### config.mk
export PLATFORM = sky130hd
export DESIGN_NAME = trap_seq
export DESIGN_NICKNAME = d
export VERILOG_FILES = /design/src/rtl/trap_pkg.sv /design/src/rtl/trap_ctrl.sv /design/src/rtl/trap_slot_track.sv /design/src/rtl/trap_epc_reg.sv /design/src/rtl/trap_seq.sv
export SDC_FILE = /design/constraint.sdc
export NUM_CORES = 1
export LEC_CHECK = 0
export BUFFER_PORTS_ARGS = -buffer_cell sky130_fd_sc_hd__buf_4
export CAP_MARGIN = 20
export CELL_PAD_IN_SITES_DETAIL_PLACEMENT = 1
export CELL_PAD_IN_SITES_GLOBAL_PLACEMENT = 2
export CORE_MARGIN = 5
export CORE_UTILIZATION = 31
export CTS_CLUSTER_SIZE = 12
export DETAILED_ROUTE_END_ITERATION = 8
export PLACE_DENSITY_LB_ADDON = 0.1
export REMOVE_ABC_BUFFERS = 1
export SLEW_MARGIN = 5
export SYNTH_ARGS = -nofsm -noshare
export SYNTH_HDL_FRONTEND = slang
export SYNTH_SLANG_ARGS = --single-unit
### constraint.sdc
create_clock -name clk_i -period 1.6 [get_ports clk_i]
set_clock_uncertainty 0.1 [all_clocks]
set_input_delay 0 -clock clk_i [delete_from_list [all_inputs] [get_ports clk_i]]
set_output_delay 0 -clock clk_i [all_outputs]
set_load 0.01 [all_outputs]
### src/rtl/trap_pkg.sv
package trap_pkg;
  localparam int unsigned TRAP_AW = 32;
  localparam logic [31:0] TRAP_VEC = 32'h0000_003C;
endpackage

### src/rtl/trap_ctrl.sv
module trap_ctrl (
  input  logic clk_i,
  input  logic rst_ni,
  input  logic stall_i,
  input  logic valid_i,
  input  logic trap_req_i,
  output logic take_o,
  output logic pend_o
);
  logic pend_q;

  // a killed slot can never trap
  assign take_o = ~stall_i & valid_i & trap_req_i & ~pend_q;

  always_ff @(posedge clk_i or negedge rst_ni) begin
    if (!rst_ni)       pend_q <= 1'b0;
    else if (!stall_i) pend_q <= take_o;
  end

  assign pend_o = pend_q;


  one_slot_chk: assert property (@(posedge clk_i) disable iff (!rst_ni)
    (pend_q && !stall_i) |=> !pend_q);

  stall_hold_chk: assert property (@(posedge clk_i) disable iff (!rst_ni)
    stall_i |=> $stable(pend_q));
endmodule

### src/rtl/trap_slot_track.sv
module trap_slot_track #(
  parameter int unsigned AW = 32
) (
  input  logic          clk_i,
  input  logic          rst_ni,
  input  logic          adv_i,
  input  logic          kill_i,
  input  logic          take_i,
  input  logic          jump_i,
  input  logic [AW-1:0] pc_i,
  output logic          in_ds_o,
  output logic [AW-1:0] jump_pc_o
);
  logic          ds_q;
  logic [AW-1:0] jpc_q;

  always_ff @(posedge clk_i or negedge rst_ni) begin
    if (!rst_ni) begin
      ds_q  <= 1'b0;
      jpc_q <= '0;
    end else if (take_i) begin
      ds_q <= 1'b0;
    end else if (adv_i) begin
      if (kill_i) begin
        ds_q <= 1'b0;
      end else begin
        ds_q <= jump_i;
        if (jump_i) jpc_q <= pc_i;
      end
    end
  end

  assign in_ds_o   = ds_q;
  assign jump_pc_o = jpc_q;


  bubble_keep_chk: assert property (@(posedge clk_i) disable iff (!rst_ni)
    (!adv_i && !take_i) |=> $stable(ds_q));
endmodule

### src/rtl/trap_epc_reg.sv
module trap_epc_reg #(
  parameter int unsigned AW = 32
) (
  input  logic          clk_i,
  input  logic          rst_ni,
  input  logic          we_i,
  input  logic          sel_jump_i,
  input  logic [AW-1:0] pc_i,
  input  logic [AW-1:0] jump_pc_i,
  output logic [AW-1:0] epc_o
);
  logic [AW-1:0] epc_q;

  always_ff @(posedge clk_i or negedge rst_ni) begin
    if (!rst_ni)   epc_q <= '0;
    else if (we_i) epc_q <= sel_jump_i ? jump_pc_i : pc_i;
  end

  assign epc_o = epc_q;
endmodule

### src/rtl/trap_seq.sv
module trap_seq
  import trap_pkg::*;
#(
  parameter int unsigned   AW       = TRAP_AW,
  parameter logic [AW-1:0] VEC_ADDR = AW'(TRAP_VEC)
) (
  input  logic          clk_i,
  input  logic          rst_ni,
  input  logic          stall_i,
  input  logic          valid_i,
  input  logic          break_i,
  input  logic          syscall_i,
  input  logic          jump_i,
  input  logic [AW-1:0] pc_i,
  output logic          squash_o,
  output logic          redirect_o,
  output logic [AW-1:0] vector_o,
  output logic [AW-1:0] epc_o
);
  logic          take, pend, in_ds;
  logic [AW-1:0] jump_pc;

  trap_ctrl u_ctrl (
    .clk_i      (clk_i),
    .rst_ni     (rst_ni),
    .stall_i    (stall_i),
    .valid_i    (valid_i),
    .trap_req_i (break_i | syscall_i),
    .take_o     (take),
    .pend_o     (pend)
  );

  trap_slot_track #(.AW(AW)) u_slot (
    .clk_i     (clk_i),
    .rst_ni    (rst_ni),
    .adv_i     (valid_i & ~stall_i),
    .kill_i    (pend),
    .take_i    (take),
    .jump_i    (jump_i),
    .pc_i      (pc_i),
    .in_ds_o   (in_ds),
    .jump_pc_o (jump_pc)
  );

  trap_epc_reg #(.AW(AW)) u_epc (
    .clk_i      (clk_i),
    .rst_ni     (rst_ni),
    .we_i       (take),
    .sel_jump_i (in_ds),
    .pc_i       (pc_i),
    .jump_pc_i  (jump_pc),
    .epc_o      (epc_o)
  );

  assign squash_o   = pend;
  assign redirect_o = pend & ~stall_i;
  assign vector_o   = VEC_ADDR;


  redirect_squash_chk: assert property (@(posedge clk_i) disable iff (!rst_ni)
    redirect_o |-> (squash_o && !stall_i));

  epc_stall_chk: assert property (@(posedge clk_i) disable iff (!rst_ni)
    stall_i |=> $stable(epc_o));

  ds_epc_chk: assert property (@(posedge clk_i) disable iff (!rst_ni)
    (take && in_ds) |=> (epc_o == $past(jump_pc)));

  own_epc_chk: assert property (@(posedge clk_i) disable iff (!rst_ni)
    (take && !in_ds) |=> (epc_o == $past(pc_i)));

  squash_src_chk: assert property (@(posedge clk_i) disable iff (!rst_ni)
    $rose(squash_o) |-> $past(valid_i && (break_i || syscall_i)));
endmodule

==> run summary, run 1 <==
sequential area share after synthesis: 48.89%
Hold Fails Final Rpt: 0
Finished Layout Cells: 483
Layout area overhead: 38.33%
Seq cells post-synth: 66
GR Overflow Total: 0
Netlist Area Pre-Place: 3378 um2
worst hold-check path type: in2reg
# IOs: 105
# port buffers: 72
Required @ worst endpoint: 1.71 ns
CTS tree: built
Yosys Warn Count: 0
Syn Inst Count: 216
largest net degree at the start of global routing: 67
dpl hpwl: 4808 um
CP Max Fanout: 27
Reg clk slew, reported paths: 0.08 ns
Yosys cell types: 16
CTS Buf Count: 9
CORE AREA: 10750 um2
CTS Buffer Depth: 2
Iteration-0 DRC Markers: 30
top-area cell type share of the netlist area: 48.89%
FP Rows: 38
Worst-Skew Late Latency: 0.33 ns
finished layout cell area: 4673 um2
maximum vdd drop: 0.0004048 V
RSZ-0062 raised after global routing: true
final setup fails: 14
gr usage total: 11.89%
WL final: 7674 um
layout cells sized above 1: 59.18%
max-cap viol count: 0
antenna viol nets, final: 0
startpoint types: flip-flop
setup_tns: -0.1143 ns
Mean Syn Cell Area: 15.64 um2
Crit Path Class: reg2reg
# nets final: 377
Routed wire per std cell: 15.89 um
Root Buffer: clkbuf_8
Placed Area: 3995 um2
gpl congestion: 0.6609
P_leak: 2.304 nW
crit-path cells: nor3b_2 -> buf_4 -> nand3_4 -> buf_12 -> mux2_4
PwrDens: 1142 nW/um2
placed cells: 424
Crit path max-delay family: flip-flops
drt first pass iters: 3
fmax: 0.6188 GHz
failing checks: setup timing
slowest stage cell, crit path: dfrtp_1
diode count: 0
clock sink count: 66
antenna violations before repair: 0
Worst EP arrival: 1.73 ns
Die X: 114.4 um
number of global-route vias before repair: 2313
final worst setup slack: -0.01604 ns
vias per cell: 4.213
pre-CTS setup slack: -0.05253 ns
final critical-path required period: 1.616 ns
Post-Route Utilization: 43.49%
DRC viols: 0
via count: 2035
max incr delay on CP: 0.39 ns
fin crit share: 101.0%
Initial Utilization: 31.44%
Critical Path Sink Type: flip-flop
crit path buf inv count: 2
status: finished with violations
die height: 114.4 um
H-tree Lvls: 3
first-pass GRT wire length: 12100 um
top cell type by total area after synthesis: dfrtp_1
Die Area: 13090 um2
Area contributors post-synth: dfrtp_1 49%, mux2_4 26%, mux2_2 13%, buf_4 7.3%, buf_12 1.8%
Pins Over Slew Limit: 0
-- cell usage after synthesis --
cell type,count
nor2_1,1
buf_4,33
buf_12,3
buf_2,4
mux2_2,38
dfrtp_1,66
buf_6,3
nand3_2,1
inv_1,1
mux2_4,58
nor3b_2,1
a21o_1,1
conb_1,2
nor2b_1,2
nand2_1,1
o21ai_0,1
-- placed cells by master (no fill, tap or decap), types with 2 or more instances in the layout --
cell	count
buf_12	6
buf_4	76
buf_6	3
buf_8	2
clkbuf_8	9
clkinv_2	4
conb_1	32
dfrtp_1	66
dlygate4sd3_1	35
mux2_2	35
mux2_4	61
-- worst reg2reg max path: stages, from the launching register on --
cell and delay [ns]:
dfrtp_1 0.39, nor3b_2 0.21, buf_4 0.15, nand3_4 0.10, buf_12 0.22, mux2_4 0.34
-- state kept, by name, summed over array words and instances, names as in the netlist --
register          cells
u_slot.in_ds_o        1
u_ctrl.pend_o         1
u_epc.epc_o          32
u_slot.jump_pc_o     32
-- timing repair --
| action | 4_1_cts | 5_1_grt |
|---|---|---|
| cloned | 1 | 1 |
| hold buffers | 35 | 0 |
| endpoints found under the setup margin | 32 | 64 |
| pin swaps | 1 | 1 |
| resized for setup | 1 | 11 |
| hold endpoints to repair | 132 | 0 |
| buffers inserted | 4 | 2 |
-- metal layers --
layer / share of wire, % / vias to the layer above / track usage (%)
met3: 5.8 / 6 / 3.700
met4: 0.53 / 0 / 2.375
li1: - / 927 / -
met2: 48 / 74 / 20.06
met1: 45 / 1028 / 15.03
met5: 0 / - / 0
-- metrics by stage --
step	total power (W)	hold slack (ns)
2_1_floorplan	0.003218	-0.3956
3_3_place_gp	0.003871	-0.05758
3_5_place_dp	0.003893	-0.05273
4_1_cts	0.005405	0.08560
5_1_grt	0.005655	0.07231
6_report	0.005336	0.07691
-- final timing paths --
check | from | to | slack [ns] | depth (start not counted)
worst max-delay path | u_ctrl.pend_o | u_slot.jump_pc_o[25] | -0.02 | 5
worst min-delay path | jump_i | u_slot.in_ds_o | 0.08 | 4
worst max register to register | u_ctrl.pend_o | u_slot.jump_pc_o[25] | -0.02 | 5
worst min register to register | u_slot.jump_pc_o[31] | u_slot.jump_pc_o[31] | 0.41 | 1
max in group asynchronous | rst_ni | u_epc.epc_o[27] | 0.99 | 3
min in group asynchronous | rst_ni | u_slot.jump_pc_o[5] | 0.12 | 3
-- layout make-up --
cell class                 count  area [um2]
sequential                    66        1652
fill                        1136        6072
tap                          140       175.2
inverter                       1       3.754
clock buffer                  10       127.6
timing repair buffer         124        1157
multi-input combinational    136        1500
clock inverter                 6       57.56
-- where the power goes --
group,switching (W),internal [W],leakage [nW]
Combinational,0.000520,0.00109,1.40
Clock,0.000659,0.000710,0.0958
Sequential,0.000255,0.00210,0.805
-- cells by family after synthesis --
logic type,Yosys count,share of synthesized area [%]
other,2,0.2223
buffers and inverters,44,10.81
and+or+nand+nor,6,1.259
muxes,96,38.44
AOI/OAI and AO/OA,2,0.3703
DFF,66,48.89
Power figures use the tool's default switching activity.
==> run 2, diff against run 1 <==
--- a/config.mk
+++ b/config.mk
@@ -5,7 +5,7 @@
 export SDC_FILE = /design/constraint.sdc
 export NUM_CORES = 1
 export LEC_CHECK = 0
-export BUFFER_PORTS_ARGS = -buffer_cell sky130_fd_sc_hd__buf_4
+export BUFFER_PORTS_ARGS = -buffer_cell sky130_fd_sc_hd__buf_2
 export CAP_MARGIN = 20
 export CELL_PAD_IN_SITES_DETAIL_PLACEMENT = 1
 export CELL_PAD_IN_SITES_GLOBAL_PLACEMENT = 2
==> run summary, run 2 (synthesis gave the netlist of run 1 again) <==
first-pass GRT wire length: 11970 um (-1.0%)
hold path cells: 4 (unchanged)
Fin Hold WS: 0.07959 ns (+0.002675 ns)
CP Max Fanout: 7 (-74%)
CTS Buf Count: 9 (unchanged)
drt first pass iters: 4 (+1)
Finished Layout Cells: 478 (-1.0%)
RSZ-0062 raised after global routing: true
max-cap viol count: 0 (unchanged)
H-tree Lvls: 3 (unchanged)
die height: 114.4 um (unchanged)
startpoint types: flip-flop
status: finished, final reports clean
PwrDens: 1211 nW/um2 (+6.0%)
final critical-path required period: 1.592 ns (-0.02430 ns)
Required @ worst endpoint: 1.72 ns (about the same)
antenna viol nets, final: 0 (unchanged)
hold endpoint: u_slot.in_ds_o
CTS tree: built
Routed wire per std cell: 15.24 um (-4.0%)
fin crit share: 99.48% (-1.5 points)
clock sink count: 66 (unchanged)
commonest non-fill, non-tap cell in the layout: buf_2
gpl congestion: 0.6553 (-0.85%)
FP Rows: 38 (unchanged)
# nets final: 372 (-1.3%)
P_int: 0.004026 W (+3.2%)
R2R Path End: u_epc.epc_o[16]
P_leak: 2.231 nW (-3.1%)
Hold Path Origin: jump_i
via count: 1985 (-2.5%)
Sw Share: 25.64% (-1.3 points)
Iteration-0 DRC Markers: 19 (-37%)
Root Buffer: clkbuf_8
antenna violations before repair: 0 (unchanged)
Die Area: 13090 um2 (unchanged)
Worst-Skew Late Latency: 0.33 ns (about the same)
Die X: 114.4 um (unchanged)
CTS Buffer Depth: 2 (unchanged)
CORE AREA: 10750 um2 (unchanged)
largest net degree at the start of global routing: 67 (unchanged)
worst slew pin tran: 0.5223 ns
worst reg2reg setup slack: 0.008 ns (+0.02 ns)
Crit Path Class: reg2reg
DRC viols: 0 (unchanged)
dpl hpwl: 4807 um (about the same)
# port buffers: 72 (unchanged)
placed cells: 424 (unchanged)
Max-slew headroom: 65.05%
Pins Over Slew Limit: 0 (unchanged)
Worst EP arrival: 1.71 ns (-0.02 ns)
fmax: 0.6282 GHz (+1.5%)
Hold Fails Final Rpt: 0 (unchanged)
number of global-route vias before repair: 2269 (-1.9%)
diode count: 0 (unchanged)
maximum vdd drop: 0.0004752 V (+17%)
Logic pwr share: 26.4% (-3.7 points)
vias per cell: 4.153 (-1.4%)
worst r2r src: u_ctrl.pend_o
worst hold-check path type: in2reg
# IOs: 105 (unchanged)
Sw Pwr: 0.001388 W (-3.3%)
gr usage total: 11.79% (-0.099 points)
Initial Utilization: 31.44% (unchanged)
most frequent cells in the layout: 72 x buf_2, 66 x dfrtp_1, 60 x mux2_4, 36 x mux2_2, 35 x dlygate4sd3_1
Critical Path Sink Type: flip-flop
Reg2Reg Depth: 5 (unchanged)
GR Overflow Total: 0 (unchanged)
Layout area overhead: 32.37%
Seq pwr share: 43.3% (-0.9 points)
final setup fails: 0 (-14)
Reg clk slew, reported paths: 0.07 ns (about the same)
layout cells sized above 1: 58.88% (-0.31 points)
Clock Power Share: 30.3% (+4.6 points)
WL final: 7287 um (-5.0%)
run 2: critical path: stages, from the launching register on:
cell and delay, ns:
dfrtp_1 0.39, nor3b_2 0.21, nor2b_4 0.22, buf_6 0.15, buf_12 0.13, mux2_4 0.29
run 2: metal layers:
| metal | global-route usage [%] | share of wire [%] | routed length (um) |
|---|---|---|---|
| met5 | 0 | 0 | 0 |
| met4 | 3.325 | 0.86 | 63 |
| met3 | 3.330 | 6.9 | 500 |
| met2 | 18.59 | 45 | 3310 |
| met1 | 15.84 | 47 | 3413 |
run 2: final cells by class:
cell class / count / area (um2)
multi-input cells: 136 / 1496
flip-flops and latches: 66 / 1652
well taps: 140 / 175.2
repair buffers: 119 / 907.1
fillers: 1152 / 6274
clock inverters: 4 / 72.57
clock buffers: 12 / 165.2
inverters: 1 / 3.754
run 2: repair_timing:
action / CTS / global route
pin swaps: 1 / 1
endpoints found under the setup margin: 20 / 64
cloned: 1 / 0
endpoints found under the hold margin: 132 / 0
hold buffers: 35 / 0
resized for setup: 5 / 3
buffers inserted: 4 / 0
run 2: how the worst max path moves through the flow:
stage                             start               to  slack [ns]
after global placement    u_ctrl.pend_o  u_epc.epc_o[16]       -0.01
after CTS                 u_ctrl.pend_o  u_epc.epc_o[16]      -0.007
final                     u_ctrl.pend_o  u_epc.epc_o[16]       0.008
after detailed placement  u_ctrl.pend_o  u_epc.epc_o[16]       -0.05
after floorplan           u_ctrl.pend_o  u_epc.epc_o[16]       -1.99
after global routing      u_ctrl.pend_o  u_epc.epc_o[31]       -0.08
run 2: per-stage QoR:
stage | power [W] | util, % | worst slack (ns) | TNS [ns] | area [um2]
after floorplan | 0.003218 | - | -1.995 | -79.10 | 3129
after global placement | 0.003716 | 35.62 | -0.01002 | -0.01396 | 3827
after detailed placement | 0.003735 | 35.62 | -0.05301 | -0.5024 | 3827
after CTS | 0.005516 | 41.77 | -0.006867 | -0.009784 | 4488
after global routing | 0.005724 | 41.62 | -0.08198 | -2.620 | 4472
final | 0.005414 | 41.62 | 0.008264 | 0 | 4472
run 2: power by group through the flow:
stage	sequential [W]	combinational [W]	clock, W
5_1_grt	0.00240	0.00154	0.00178
2_1_floorplan	0.00244	0.000780	0
3_5_place_dp	0.00238	0.00136	0
3_3_place_gp	0.00238	0.00134	0
6_report	0.00235	0.00143	0.00164
4_1_cts	0.00235	0.00146	0.00170
